## src/rtl/mpr_pkg.sv

```systemverilog
package mpr_pkg;
  typedef enum logic [2:0] {
    ST_IDLE,
    ST_START,
    ST_DATA,
    ST_STOP,
    ST_BREAK
  } rx_state_t;

  localparam logic [1:0] MODE_SHIFT = 2'b00;
  localparam logic [1:0] MODE_8BIT  = 2'b01;
endpackage

```

## src/rtl/mpr_sync.sv

```systemverilog
module mpr_sync #(
  parameter int STAGES = 2
) (
  input  logic clk,
  input  logic rst,
  input  logic din,
  output logic dout
);
  logic [STAGES-1:0] chain;

  always_ff @(posedge clk) begin
    if (rst) chain <= '1;
    else     chain <= {chain[STAGES-2:0], din};
  end

  assign dout = chain[STAGES-1];
endmodule

```

## src/rtl/mpr_frame.sv

```systemverilog
module mpr_frame
  import mpr_pkg::*;
#(
  parameter int OSR = 16,
  parameter int DW  = 8
) (
  input  logic          clk,
  input  logic          rst,
  input  logic          tick,
  input  logic          rxd_s,
  input  logic          nine,
  output logic          done,
  output logic [DW-1:0] data,
  output logic          bit9,
  output logic          stop_ok,
  output logic          is_nine
);
  localparam int CW = $clog2(OSR);
  localparam int BW = $clog2(DW + 2);
  localparam logic [CW-1:0] C_VA   = CW'(OSR / 2 - 2);
  localparam logic [CW-1:0] C_VB   = CW'(OSR / 2 - 1);
  localparam logic [CW-1:0] C_VC   = CW'(OSR / 2);
  localparam logic [CW-1:0] C_LAST = CW'(OSR - 1);

  rx_state_t     st;
  logic [CW-1:0] cnt;
  logic [BW-1:0] bitn;
  logic [DW:0]   sh;
  logic [1:0]    vote;
  logic          nine_r;
  logic          stop_r;
  logic          maj;
  logic [BW-1:0] last_bit;

  assign maj      = (vote[0] & vote[1]) | (vote[0] & rxd_s) | (vote[1] & rxd_s);
  assign last_bit = nine_r ? BW'(DW) : BW'(DW - 1);

  always_ff @(posedge clk) begin
    if (rst) begin
      st     <= ST_IDLE;
      cnt    <= '0;
      bitn   <= '0;
      sh     <= '0;
      vote   <= '0;
      nine_r <= 1'b0;
      stop_r <= 1'b0;
      done   <= 1'b0;
    end else begin
      done <= 1'b0;
      if (st == ST_BREAK) begin
        if (rxd_s) st <= ST_IDLE;
      end else if (tick) begin
        if (st == ST_IDLE) begin
          if (!rxd_s) begin
            st     <= ST_START;
            cnt    <= '0;
            nine_r <= nine;
          end
        end else begin
          cnt <= (cnt == C_LAST) ? '0 : cnt + 1'b1;
          if (cnt == C_VA) vote[0] <= rxd_s;
          if (cnt == C_VB) vote[1] <= rxd_s;
          unique case (st)
            ST_START: begin
              if (cnt == C_VC && maj) st <= ST_IDLE;
              else if (cnt == C_LAST) begin
                st   <= ST_DATA;
                bitn <= '0;
              end
            end
            ST_DATA: begin
              if (cnt == C_VC) sh <= {maj, sh[DW:1]};
              if (cnt == C_LAST) begin
                if (bitn == last_bit) st <= ST_STOP;
                else bitn <= bitn + 1'b1;
              end
            end
            ST_STOP: begin
              if (cnt == C_VC) begin
                done   <= 1'b1;
                stop_r <= maj;
                st     <= maj ? ST_IDLE : ST_BREAK;
              end
            end
            default: st <= ST_IDLE;
          endcase
        end
      end
    end
  end

  assign data    = nine_r ? sh[DW-1:0] : sh[DW:1];
  assign bit9    = nine_r ? sh[DW] : stop_r;
  assign stop_ok = stop_r;
  assign is_nine = nine_r;

  AST_DONE_PULSE: assert property (@(posedge clk) disable iff (rst)
    done |=> !done);
  AST_GLITCH_BACK: assert property (@(posedge clk) disable iff (rst)
    (st == ST_START && tick && cnt == C_VC && maj) |=> (st == ST_IDLE));
endmodule

```

## src/rtl/mpr_match.sv

```systemverilog
module mpr_match
  import mpr_pkg::*;
#(
  parameter int DW = 8
) (
  input  logic [DW-1:0] data,
  input  logic          bit9,
  input  logic          stop_ok,
  input  logic          is_nine,
  input  logic [1:0]    mode,
  input  logic          mp_en,
  input  logic [DW-1:0] addr,
  input  logic [DW-1:0] mask,
  output logic          accept
);
  logic [DW-1:0] bcast;
  logic          hit_own;
  logic          hit_all;
  logic          hit;
  logic          filt;

  assign bcast   = addr | mask;
  assign hit_own = ((data ^ addr) & mask) == '0;
  assign hit_all = ((data ^ bcast) & bcast) == '0;
  assign hit     = hit_own | hit_all;
  assign filt    = mp_en && (mode != MODE_SHIFT);

  always_comb begin
    if (!filt)        accept = 1'b1;
    else if (is_nine) accept = bit9 && hit && stop_ok;
    else              accept = hit && stop_ok;
  end
endmodule

```

## src/rtl/mpu_addr_rx.sv

```systemverilog
module mpu_addr_rx
  import mpr_pkg::*;
#(
  parameter int OSR       = 16,
  parameter int DW        = 8,
  parameter int SYNC_DEPTH = 2
) (
  input  logic          clk,
  input  logic          rst,
  input  logic          baud_tick,
  input  logic          rxd,
  input  logic [1:0]    mode_sel,
  input  logic          mp_en,
  input  logic [DW-1:0] dev_addr,
  input  logic [DW-1:0] dev_mask,
  input  logic          flag_clr,
  output logic [DW-1:0] rx_data,
  output logic          rx_bit8,
  output logic          rx_flag,
  output logic          rx_frame_ok
);
  logic          rxd_s;
  logic          f_done;
  logic [DW-1:0] f_data;
  logic          f_bit9;
  logic          f_stop;
  logic          f_nine;
  logic          accept;

  mpr_sync #(.STAGES(SYNC_DEPTH)) u_sync (
    .clk (clk),
    .rst (rst),
    .din (rxd),
    .dout(rxd_s)
  );

  mpr_frame #(.OSR(OSR), .DW(DW)) u_frame (
    .clk    (clk),
    .rst    (rst),
    .tick   (baud_tick),
    .rxd_s  (rxd_s),
    .nine   (mode_sel[1]),
    .done   (f_done),
    .data   (f_data),
    .bit9   (f_bit9),
    .stop_ok(f_stop),
    .is_nine(f_nine)
  );

  mpr_match #(.DW(DW)) u_match (
    .data   (f_data),
    .bit9   (f_bit9),
    .stop_ok(f_stop),
    .is_nine(f_nine),
    .mode   (mode_sel),
    .mp_en  (mp_en),
    .addr   (dev_addr),
    .mask   (dev_mask),
    .accept (accept)
  );

  always_ff @(posedge clk) begin
    if (rst) begin
      rx_data     <= '0;
      rx_bit8     <= 1'b0;
      rx_flag     <= 1'b0;
      rx_frame_ok <= 1'b0;
    end else begin
      if (flag_clr) rx_flag <= 1'b0;
      if (f_done && accept && !rx_flag) begin
        rx_data     <= f_data;
        rx_bit8     <= f_bit9;
        rx_frame_ok <= f_stop;
        rx_flag     <= 1'b1;
      end
    end
  end

  AST_OPEN_ACCEPT: assert property (@(posedge clk) disable iff (rst)
    (f_done && !rx_flag && (!mp_en || mode_sel == MODE_SHIFT)) |=> rx_flag);
  AST_DATA_FRAME_DROP: assert property (@(posedge clk) disable iff (rst)
    (f_done && f_nine && mp_en && !f_bit9 && !rx_flag) |=> !rx_flag);
  AST_OVERRUN_HOLD: assert property (@(posedge clk) disable iff (rst)
    rx_flag |=> ($stable(rx_data) && $stable(rx_bit8) && $stable(rx_frame_ok)));
  AST_FLAG_STICKY: assert property (@(posedge clk) disable iff (rst)
    (rx_flag && !flag_clr) |=> rx_flag);
  AST_FLAG_CLEAR: assert property (@(posedge clk) disable iff (rst)
    (rx_flag && flag_clr) |=> !rx_flag);
  AST_QUIET_OUT: assert property (@(posedge clk) disable iff (rst)
    !f_done |=> ($stable(rx_data) && $stable(rx_bit8)));
endmodule

```

## config.mk

```make
export PLATFORM = sky130hd
export DESIGN_NAME = mpu_addr_rx
export DESIGN_NICKNAME = d
export VERILOG_FILES = /design/src/rtl/mpr_pkg.sv /design/src/rtl/mpr_sync.sv /design/src/rtl/mpr_frame.sv /design/src/rtl/mpr_match.sv /design/src/rtl/mpu_addr_rx.sv
export SDC_FILE = /design/constraint.sdc
export NUM_CORES = 1
export LEC_CHECK = 0
export ABC_AREA = 1
export BUFFER_PORTS_ARGS = -buffer_cell sky130_fd_sc_hd__buf_2
export CORE_MARGIN = 2
export CORE_UTILIZATION = 56
export DETAILED_ROUTE_END_ITERATION = 6
export PLACE_DENSITY = 0.87
export SYNTH_ARGS = -nofsm -noshare
export SYNTH_HDL_FRONTEND = slang
export SYNTH_SLANG_ARGS = --single-unit
export TNS_END_PERCENT = 1
```

## constraint.sdc

```tcl
create_clock -name clk -period 2 [get_ports clk]
set_input_delay 0.1 -clock clk [delete_from_list [all_inputs] [get_ports clk]]
set_output_delay 0.1 -clock clk [all_outputs]
set_load 0.05 [all_outputs]
```

==> flow_summary.toml, run 1 <==
[cells_and_area]
fillers = 346
fin_util_pct = 66.6
drive_above_1_share_pct = 16.3
area_growth_pct = 12.7
layout.nets = 408
diodes = 0
layout_commonest_cell = "nand2_1"
layout_common_cells = "81 x nand2_1, 44 x nand3_1, 43 x inv_1"
fin_area_um2 = 2470

[min_path]
min_path_cells = 4
worst_hold_path_type = "in2reg"

[power]
p_int_w = 0.00124
seqPwrFrac_pct = 43.9
p_per_area_nw_per_um2 = 790
p_switching_w = 0.000715
peakVddDrop_uv = 557
swShare_pct = 36.6
clock_power_share_pct = 25.5
combPwrFrac_pct = 30.6
static-leakage-power_nw = 1.14

[logic_synthesis]
ys_seq_area_share_pct = 34.7
syn_inst = 343
syn-num-nets = 371
ys_seq_elements = 38
synth.avg_cell_area_um2 = 6.40
yosysUniqueCellTypes = 25
ys_warn_count = 0
syn_area_um2 = 2190

[drt]
wl_per_cell_um = 11.4
via_per_inst = 5.25
top_layer_used = "met4"
drtPass1Iterations = 4
drt-initial-drc-count = 167
ant_nets = 0
dr_wl_met2_um = 2400
drc_errors = 0
route.vias.total = 2249
wl_um = 4870
met1_length_um = 2080
wl_met3_um = 266

[timing]
fin_skew_ns = 0.00237
max_slew_margin_pct = 69.1
post-route-period-util_pct = 89.0
slew_violations = 0
final.setup.tns_ns = 0
rsz0062_at_grt = "false"
layout_setup_ws_ns = 0.221
setup_viol = 0
max_clock_freq_mhz = 562
min_period_ns = 1.78
tightest_slew_ns = 0.461
finalHoldViolations = 0

[worst_setup_path]
crit_chain = "buf_4 > inv_6 > nand2_1 > nand2_1 > nand2_1 > nand3_1 > nand2_1 > nor2_1 > nand2_1 > nand2_1 > nand2_1 > nand2_4 > nand3_1 > nand2_1 > nor2_1"
crit_arrival_ns = 1.97
crit_type = "reg2reg"
crit_fanout = 21
critical_path.slowest_cell = "dfxtp_1"
r2r_slack_ns = 0.22
cp.required_ns = 2.19
critPathMaxStageDelay_ns = 0.32
endpoint_kind = "flip-flop"
critPathLaunchType = "flip-flop"
cp_common_cell = "nand2_1"
rr_worst_depth = 15

[die]
die_w_um = 66.6
placeableCoreArea_um2 = 3720
start_util_pct = 59.1
boundaryPins = 35
rows = 22
die_h_um = 66.6
die_area_um2 = 4440

[grt]
grt_max_degree = 22
grt_pass1_wl_um = 7780
grt-ovfl-total = 0
grtUsageTotal_pct = 23.3
grt_pass1_vias = 1877
antenna_found_initial = 0

[placement]
hpwl_um = 3680
numPortBuffers = 34
routabilityCongestion = 0.908
dpl_cell_area_um2 = 2380
dp_slack_ns = 0.115

[clocking]
clk_latency_ns = 0.29
clock-sinks = 38
path_clk_slew_ns = 0.07
clockRootBuffer = "clkbuf_8"
htreeDepth = 2
clockBufferDepth = 2
post_cts_buffers = 0
tritoncts = "done"
cts_buffers = 5

[job]
drv_cap = 0

[status]
outcome = "completed"
## synthesized netlist by cell type, drive strengths merged
| cell | instances | area (µm²) |
|---|---|---|
| a21oi | 33 | 173 |
| buf | 7 | 65.1 |
| clkbuf | 4 | 25.0 |
| dfxtp | 38 | 761 |
| ha | 4 | 50.1 |
| inv | 44 | 170 |
| nand2 | 88 | 348 |
| nand3 | 44 | 220 |
| nand4 | 2 | 12.5 |
| nor2 | 36 | 140 |
| nor3 | 6 | 30.0 |
| o21a | 1 | 7.51 |
| o21ai | 32 | 164 |
| o31ai | 1 | 7.51 |
| or2 | 2 | 12.5 |
| xor2 | 1 | 8.76 |
## per-layer routing
layer / up-vias / GRT usage [%]
met5: - / 0
met4: 0 / 10.5
met3: 12 / 5.91
met2: 57 / 41.1
met1: 995 / 26.2
li1: 1185 / -
## critical path, delay by kind of cell (launching register included)
family / cells / cell delay (ns)
and+or+nand+nor: 13 / 1.07
DFF: 1 / 0.32
buffers and inverters: 2 / 0.28
## logic make-up after synthesis
group,after synthesis,synth area share (%)
AO/OA/AOI/OAI,67,16.0
XOR/XNOR,1,0.399
adder cells (fa/ha/maj),4,2.28
buffers and inverters,55,11.9
flip-flops,38,34.7
AND/OR/NAND/NOR,178,34.8
## power by group through the flow
stage	Sequential, W	Clock, W	Combinational, W
CTS	0.000856	0.000516	0.000596
floorplan	0.000862	0	0.000476
detailed placement	0.000873	0	0.000591
finish	0.000858	0.000498	0.000599
global route	0.000864	0.000543	0.000687
global placement	0.000873	0	0.000584
## flip-flops by register name, indices dropped and copies added, names as in the netlist, 2 cells and up
register      flops
u_frame.sh        9
rx_data           8
u_frame.bitn      4
u_frame.cnt       4
u_frame.st        3
u_frame.vote      2
u_sync.chain      2
## timing repair
| item | CTS | global route |
|---|---|---|
| hold buffers | 1 | 0 |
| endpoints found under the setup margin | 0 | 11 |
| hold endpoints to repair | 1 | 0 |
| gates resized for setup | 0 | 1 |
## final timing paths
kind	end	startpoint
max	rx_data[5]$_SDFFE_PP0P_	u_frame.is_nine$_SDFFE_PP0P_
min	rx_flag$_SDFFE_PP0P_	flag_clr
max reg2reg	rx_data[5]$_SDFFE_PP0P_	u_frame.is_nine$_SDFFE_PP0P_
min reg2reg	u_sync.chain[1]$_SDFF_PP1_	u_sync.chain[0]$_SDFF_PP1_
## stage by stage
| step | hold WS, ns | total power, W | std cells |
|---|---|---|---|
| floorplan | 0.204 | 0.00134 | 343 |
| global placement | 0.286 | 0.00146 | 420 |
| detailed placement | 0.294 | 0.00146 | 420 |
| CTS | 0.0577 | 0.00197 | 428 |
| global route | 0.0597 | 0.00209 | 428 |
| finish | 0.0627 | 0.00195 | 428 |
## cell type report
cell class                 instances  area (µm²)  share of cell area [%]
sequential                        38         761                    30.8
tap                               48        60.1                    2.43
timing repair buffer              41         225                    9.10
clock buffer                       5        68.8                    2.78
clock inverter                     2        10.0                   0.405
multi-input combinational        250        1180                    47.6
inverter                          44         170                    6.88
(Power assumes the default switching activity.)
==> run 2: changes to the inputs <==
--- a/config.mk
+++ b/config.mk
@@ -5,12 +5,12 @@
 export SDC_FILE = /design/constraint.sdc
 export NUM_CORES = 1
 export LEC_CHECK = 0
-export ABC_AREA = 1
 export BUFFER_PORTS_ARGS = -buffer_cell sky130_fd_sc_hd__buf_2
 export CORE_MARGIN = 2
-export CORE_UTILIZATION = 56
+export CORE_UTILIZATION = 58
+export CTS_BUF_LIST = sky130_fd_sc_hd__clkbuf_4 sky130_fd_sc_hd__clkbuf_8
 export DETAILED_ROUTE_END_ITERATION = 6
-export PLACE_DENSITY = 0.87
+export PLACE_DENSITY = 0.9
 export SYNTH_ARGS = -nofsm -noshare
 export SYNTH_HDL_FRONTEND = slang
 export SYNTH_SLANG_ARGS = --single-unit
==> run 2 against run 1 <==
Net effect: utilization increased by 13 points; the run now ends with setup timing left; final cell count down 19%; clock power is 62% higher; synthesized cell count fell by 32%; non-clock buffer count up 28; via count fell by 9.7%; worst hold slack better by 0.016 ns; worst setup slack got worse by 0.31 ns; first-iteration DRC count down 32%; register-to-register slack got worse by 0.31 ns; critical path depth shrank 7.
==> flow_summary.toml, run 2 <==
[logic_synthesis]
synth_compound_area_share_pct = 21.6
syn_area_um2 = 2160
synth_xor_area_share_pct = 3.64
synth_top_family_by_area = "compound AO/OA/AOI/OAI gates"
ys_warn_count = 0
ys_seq_area_share_pct = 35.1
yosysMostFrequentCell = "dfxtp_1"
ys_async_sr_fraction_pct = 0
synth-simple-area-share_pct = 19.5
synth_mux_area_share_pct = 13.0
synth_top_area_share_pct = 35.1
syn-num-nets = 262
synth_edf_count = 0
synth.largest_area_cell = "dfxtp_1"
ys_top_cells_by_count = "38 x dfxtp_1, 29 x nor2_1, 19 x mux2i_1, 13 x nand2_1"
synthAdderAreaFrac_pct = 2.77
yosysUniqueCellTypes = 48
synth_area_leaders = "dfxtp_1 35%, mux2i_1 8.8%, a211oi_2 5.2%"
synth-main-ff-cell = "dfxtp_1"
syn_inst = 234
ys_seq_elements = 38
synth.avg_cell_area_um2 = 9.25

[placement]
routabilityCongestion = 0.872
dp_slack_ns = -0.316
hpwl_um = 3620
numPortBuffers = 34

[power]
seqPwrFrac_pct = 44.2
peakVddDrop_uv = 580
swShare_pct = 21.1
combPwrFrac_pct = 9.4
static-leakage-power_nw = 1.12
clock_power_share_pct = 46.4
p_switching_w = 0.000366
p_per_area_nw_per_um2 = 603
p_int_w = 0.00137

[die]
die_h_um = 65.1
boundaryPins = 35
rows = 22
die_w_um = 65.1
start_util_pct = 59.6
die_area_um2 = 4240
placeableCoreArea_um2 = 3630

[cells_and_area]
layout.nets = 327
layout_common_cells = "34 x buf_2, 34 x dfxtp_1, 30 x buf_4"
area_growth_pct = 32.8
largest_reg_flops = 9
diodes = 0
drive_above_1_share_pct = 44.0
largest_registers = "u_frame.sh (9), rx_data (8)"
max_flop_register = "u_frame.sh"

[timing]
max_clock_freq_mhz = 478
min_period_ns = 2.09
rsz0062_at_grt = "true"
slew_violations = 0
post-route-period-util_pct = 105
max_slew_margin_pct = 51.3
tightest_slew_ns = 0.730
finalHoldViolations = 0
setup_viol = 13
final.setup.tns_ns = -0.618
layout_setup_ws_ns = -0.0914
fin_skew_ns = 0.0110

[worst_setup_path]
cp.required_ns = 2.21
rr_endpoint = "rx_bit8$_SDFFE_PP0P_"
critPathLaunchType = "flip-flop"
cp-endpoint = "rx_bit8$_SDFFE_PP0P_"
rr_worst_depth = 8
crit_chain = "buf_12 > mux2i_4 > mux2i_2 > a2111oi_4 > a31o_1 > buf_4 > a21oi_2 > a211oi_2"
critPathMaxStageDelay_ns = 0.39
endpoint_kind = "flip-flop"
crit_type = "reg2reg"
crit_path_start = "u_frame.is_nine$_SDFFE_PP0P_"
crit_arrival_ns = 2.31
r2r_slack_ns = -0.09
crit_fanout = 5
rr_startpoint = "u_frame.is_nine$_SDFFE_PP0P_"
critical_path.slowest_cell = "dfxtp_4"

[clocking]
clk_latency_ns = 0.29
path_clk_slew_ns = 0.08
clock-sinks = 38
tritoncts = "done"
htreeDepth = 2
cts_buffers = 5
clockBufferDepth = 2
clockRootBuffer = "clkbuf_8"

[job]
drv_cap = 0

[min_path]
worst_hold_path_type = "in2reg"
hp-start = "mode_sel[1]"

[grt]
grt_max_degree = 36
grt-ovfl-total = 0
grt_pass1_vias = 1920
antenna_found_initial = 0
grt_pass1_wl_um = 8810
grtUsageTotal_pct = 27.1

[drt]
wl_um = 5760
via_per_inst = 5.84
route.vias.total = 2031
drt-initial-drc-count = 113
drc_errors = 0
wl_per_cell_um = 16.6
ant_nets = 0
drtPass1Iterations = 4

[status]
violations = "setup timing"
outcome = "finished, violations left"
## run 2: cell types whose count changed after synthesis, sizes merged, moves of 7 or more
cell,previous run,this run
nand2,88,13
mux2i,0,25
nand3,44,5
o21ai,32,9
or2,2,11
a22oi,0,7
xnor2,0,7
a21oi,33,18
nand2b,0,8
inv,44,7
a211oi,0,11
## run 2: power groups by stage
stage               Combinational (W)  Clock (W)  Sequential, W
floorplan                   0.0000889          0       0.000780
global placement             0.000131          0       0.000784
detailed placement           0.000136          0       0.000784
CTS                          0.000147   0.000811       0.000766
global route                 0.000174   0.000837       0.000766
finish                       0.000163   0.000805       0.000765
## run 2: logic make-up (layout without fill, tap and decap cells)
logic type | Yosys count | in the layout
and+or+nand+nor | 83 | 83
AOI/OAI and AO/OA | 56 | 56
DFF | 38 | 38
muxes | 25 | 25
buffers and inverters | 18 | 84
xor gates and xnor gates | 9 | 9
adders and majority gates | 5 | 5
## run 2: area by class of cell
cell class              instances  area (µm²)
repair buffers                 69         468
well taps                      48        60.1
multi-input cells             178        1410
flip-flops and latches         38         768
clock inverters                 2        60.1
inverters                       7        26.3
clock buffers                   6        82.6
fillers                       251         759
## run 2: repair_timing
action	CTS	global route
setup endpoints to repair	13	13
resized for setup	12	15
hold endpoints to repair	0	1
hold buffers	0	1
pin swaps	3	5
buffers inserted	3	5
## run 2: worst min path at each step
stage	end	slack (ns)	depth (start not counted)
4_1_cts	u_sync.chain[0]$_SDFF_PP1_	0.002	2
5_1_grt	u_frame.is_nine$_SDFFE_PP0P_	0.09	3
2_1_floorplan	u_sync.chain[0]$_SDFF_PP1_	0.20	1
6_report	u_frame.is_nine$_SDFFE_PP0P_	0.08	3
3_5_place_dp	u_sync.chain[0]$_SDFF_PP1_	0.30	2
3_3_place_gp	u_sync.chain[0]$_SDFF_PP1_	0.29	2
## run 2: through the flow
step	cell area, µm²	std cells	total power, W	hold slack [ns]	util [%]
3_5_place_dp	2530	331	0.000920	0.302	69.8
5_1_grt	2870	348	0.00178	0.0918	79.1
3_3_place_gp	2530	331	0.000915	0.286	69.8
6_report	2870	348	0.00173	0.0790	79.1
4_1_cts	2770	342	0.00172	0.00202	76.2
2_1_floorplan	2160	234	0.000869	0.204	-
## run 2: critical path, delay by kind of cell (launching register included)
kind | cells | cell delay [ns]
buf+inv | 2 | 0.31
flops | 1 | 0.39
compound gates | 4 | 0.89
mux | 2 | 0.41
## run 2: routing by layer
metal | GRT usage (%) | vias up | share of wire (%)
li1 | - | 959 | -
met1 | 31.7 | 953 | 41
met2 | 48.8 | 98 | 51
met3 | 4.97 | 21 | 5.8
met4 | 11.2 | 0 | 2.9
met5 | 0 | - | 0
==> run 3: changes to the inputs <==
--- a/config.mk
+++ b/config.mk
@@ -7,10 +7,11 @@
 export LEC_CHECK = 0
 export BUFFER_PORTS_ARGS = -buffer_cell sky130_fd_sc_hd__buf_2
 export CORE_MARGIN = 2
-export CORE_UTILIZATION = 58
+export CORE_UTILIZATION = 45
 export CTS_BUF_LIST = sky130_fd_sc_hd__clkbuf_4 sky130_fd_sc_hd__clkbuf_8
 export DETAILED_ROUTE_END_ITERATION = 6
-export PLACE_DENSITY = 0.9
+export PLACE_DENSITY = 0.74
+export SETUP_SLACK_MARGIN = 0.05
 export SYNTH_ARGS = -nofsm -noshare
 export SYNTH_HDL_FRONTEND = slang
 export SYNTH_SLANG_ARGS = --single-unit
==> constraint.sdc (replaced) <==
create_clock -name clk -period 2.1 [get_ports clk]
set_input_delay 0.105 -clock clk [delete_from_list [all_inputs] [get_ports clk]]
set_output_delay 0.105 -clock clk [all_outputs]
set_load 0.05 [all_outputs]
==> run 3 against run 2 <==
Net effect: sequential power down 4.7%; sequential share of layout area up 1.1 points; worst hold slack worse by 0.025 ns; combinational power down 9.8%; the flow now finishes without violations; clock power down 34%; non-clock buffer count down 9; power down 19%; global-route usage down 9.2 points; final area down 4.7%; register-to-register slack better by 0.20 ns; wire length down 20%.
==> flow_summary.toml, run 3 (synthesis gave the netlist of run 2 again) <==
[status]
outcome = "completed"

[worst_setup_path]
worstSetupPathDepth = 9
rr_endpoint = "rx_data[4]$_SDFFE_PP0P_"
critical_path.slowest_cell = "dfxtp_2"
cp_common_cell = "buf_4"
crit_fanout = 8
critPathLaunchType = "flip-flop"
rr_worst_depth = 9
critPathMaxStageDelay_ns = 0.36
r2r_slack_ns = 0.10
crit_family = "compound AO/OA/AOI/OAI gates"
cp.required_ns = 2.25
crit_arrival_ns = 2.15
endpoint_kind = "flip-flop"
rr_startpoint = "u_frame.is_nine$_SDFFE_PP0P_"
crit_chain = "buf_12 > mux2i_4 > buf_4 > a22oi_1 > a41o_1 > a31o_1 > buf_4 > a21oi_1 > a211oi_2"
crit_type = "reg2reg"
crit_buf_inv = 3

[drt]
route.vias.total = 1849
via_per_inst = 5.36
drc_errors = 0
ant_nets = 0
drt-initial-drc-count = 60
wl_per_cell_um = 13.3
drtPass1Iterations = 4
wl_um = 4590

[placement]
dp_slack_ns = -0.0220
numPortBuffers = 34
routabilityCongestion = 0.933
hpwl_um = 3450

[min_path]
worst_hold_path_type = "in2reg"
hp-start = "mode_sel[1]"
min_path_cells = 3
hold_end = "u_frame.is_nine$_SDFFE_PP0P_"

[cells_and_area]
largest_reg_flops = 9
layout_common_cells = "36 x dfxtp_1, 34 x buf_2, 29 x nor2_1"
drive_above_1_share_pct = 39.9
max_flop_register = "u_frame.sh"
fillers = 415
diodes = 0
layout.nets = 318
layout_commonest_cell = "dfxtp_1"
largest_registers = "u_frame.sh (9), rx_data (8)"
area_growth_pct = 26.5

[clocking]
htreeDepth = 2
clk_latency_ns = 0.29
path_clk_slew_ns = 0.07
tritoncts = "done"
clock-sinks = 38
clockRootBuffer = "clkbuf_8"
clockBufferDepth = 2
cts_buffers = 5

[die]
boundaryPins = 35
start_util_pct = 46.1
die_area_um2 = 5380
rows = 25
die_w_um = 73.4
die_h_um = 73.4
placeableCoreArea_um2 = 4690

[grt]
antenna_found_initial = 0
grt_pass1_wl_um = 7520
grt-ovfl-total = 0
grtUsageTotal_pct = 18.0
grt_pass1_vias = 1763
grt_max_degree = 36

[timing]
rsz0062_at_grt = "true"
tightest_slew_ns = 0.702
setup_viol = 0
hold_ws_ns = 0.0544
slew_violations = 0
finalHoldViolations = 0
min_period_ns = 2.00
post-route-period-util_pct = 95.0
max_slew_margin_pct = 53.2
layout_setup_ws_ns = 0.105
max_clock_freq_mhz = 501
fin_skew_ns = 0.00712

[power]
static-leakage-power_nw = 1.06
p_per_area_nw_per_um2 = 514
peakVddDrop_uv = 429

[job]
drv_cap = 0
run 3: what timing repair did:
action,in CTS,in global routing
hold endpoints to repair,1,0
pin swaps,3,19
hold buffers,1,0
setup buffers,3,0
gates resized for setup,4,13
endpoints found under the setup margin,10,13
run 3: layout make-up:
class                           count  area, µm²  area share (%)
Inverter                            7       26.3           0.959
Tap cell                           54       67.6            2.47
Clock buffer                        7       90.1            3.29
Sequential cell                    38        763            27.9
Clock inverter                      1       5.00           0.183
Multi-Input combinational cell    178       1400            51.1
Timing Repair Buffer               60        388            14.2
run 3: how the worst max path moves through the flow:
stage / startpoint / to / slack [ns]
6_report: u_frame.is_nine$_SDFFE_PP0P_ / rx_data[4]$_SDFFE_PP0P_ / 0.10
5_1_grt: u_frame.is_nine$_SDFFE_PP0P_ / rx_data[6]$_SDFFE_PP0P_ / 0.009
4_1_cts: u_frame.is_nine$_SDFFE_PP0P_ / rx_data[3]$_SDFFE_PP0P_ / 0.05
3_5_place_dp: u_frame.is_nine$_SDFFE_PP0P_ / rx_data[6]$_SDFFE_PP0P_ / -0.02
3_3_place_gp: u_frame.is_nine$_SDFFE_PP0P_ / rx_data[2]$_SDFFE_PP0P_ / 0.01
2_1_floorplan: u_frame.is_nine$_SDFFE_PP0P_ / rx_bit8$_SDFFE_PP0P_ / 0.17
run 3: through the flow:
step	area, µm²	util (%)	total power, W	std cells	TNS (ns)
floorplan	2160	-	0.000828	234	0
global placement	2510	53.5	0.000873	333	0
detailed placement	2510	53.5	0.000875	333	-0.0605
CTS	2660	56.7	0.00141	345	0
global route	2740	58.4	0.00148	345	0
finish	2740	58.4	0.00141	345	0
run 3: per-layer routing:
layer	part of all wire (%)	GRT usage [%]
met1	46	21.1
met2	48	31.4
met3	4.2	5.21
met4	1.4	5.66
met5	0	0
run 3: worst register-to-register path: cells and delay by family (launching register included):
kind                   cells  cell delay (ns)
buffers and inverters      3             0.46
multiplexers               1             0.26
flip-flops                 1             0.36
AO/OA/AOI/OAI              5             0.77
run 3: power by group:
| part | switching, W | internal [W] |
|---|---|---|
| sequential | 0.00000457 | 0.000724 |
| clock | 0.000255 | 0.000278 |
| combinational | 0.0000777 | 0.0000692 |
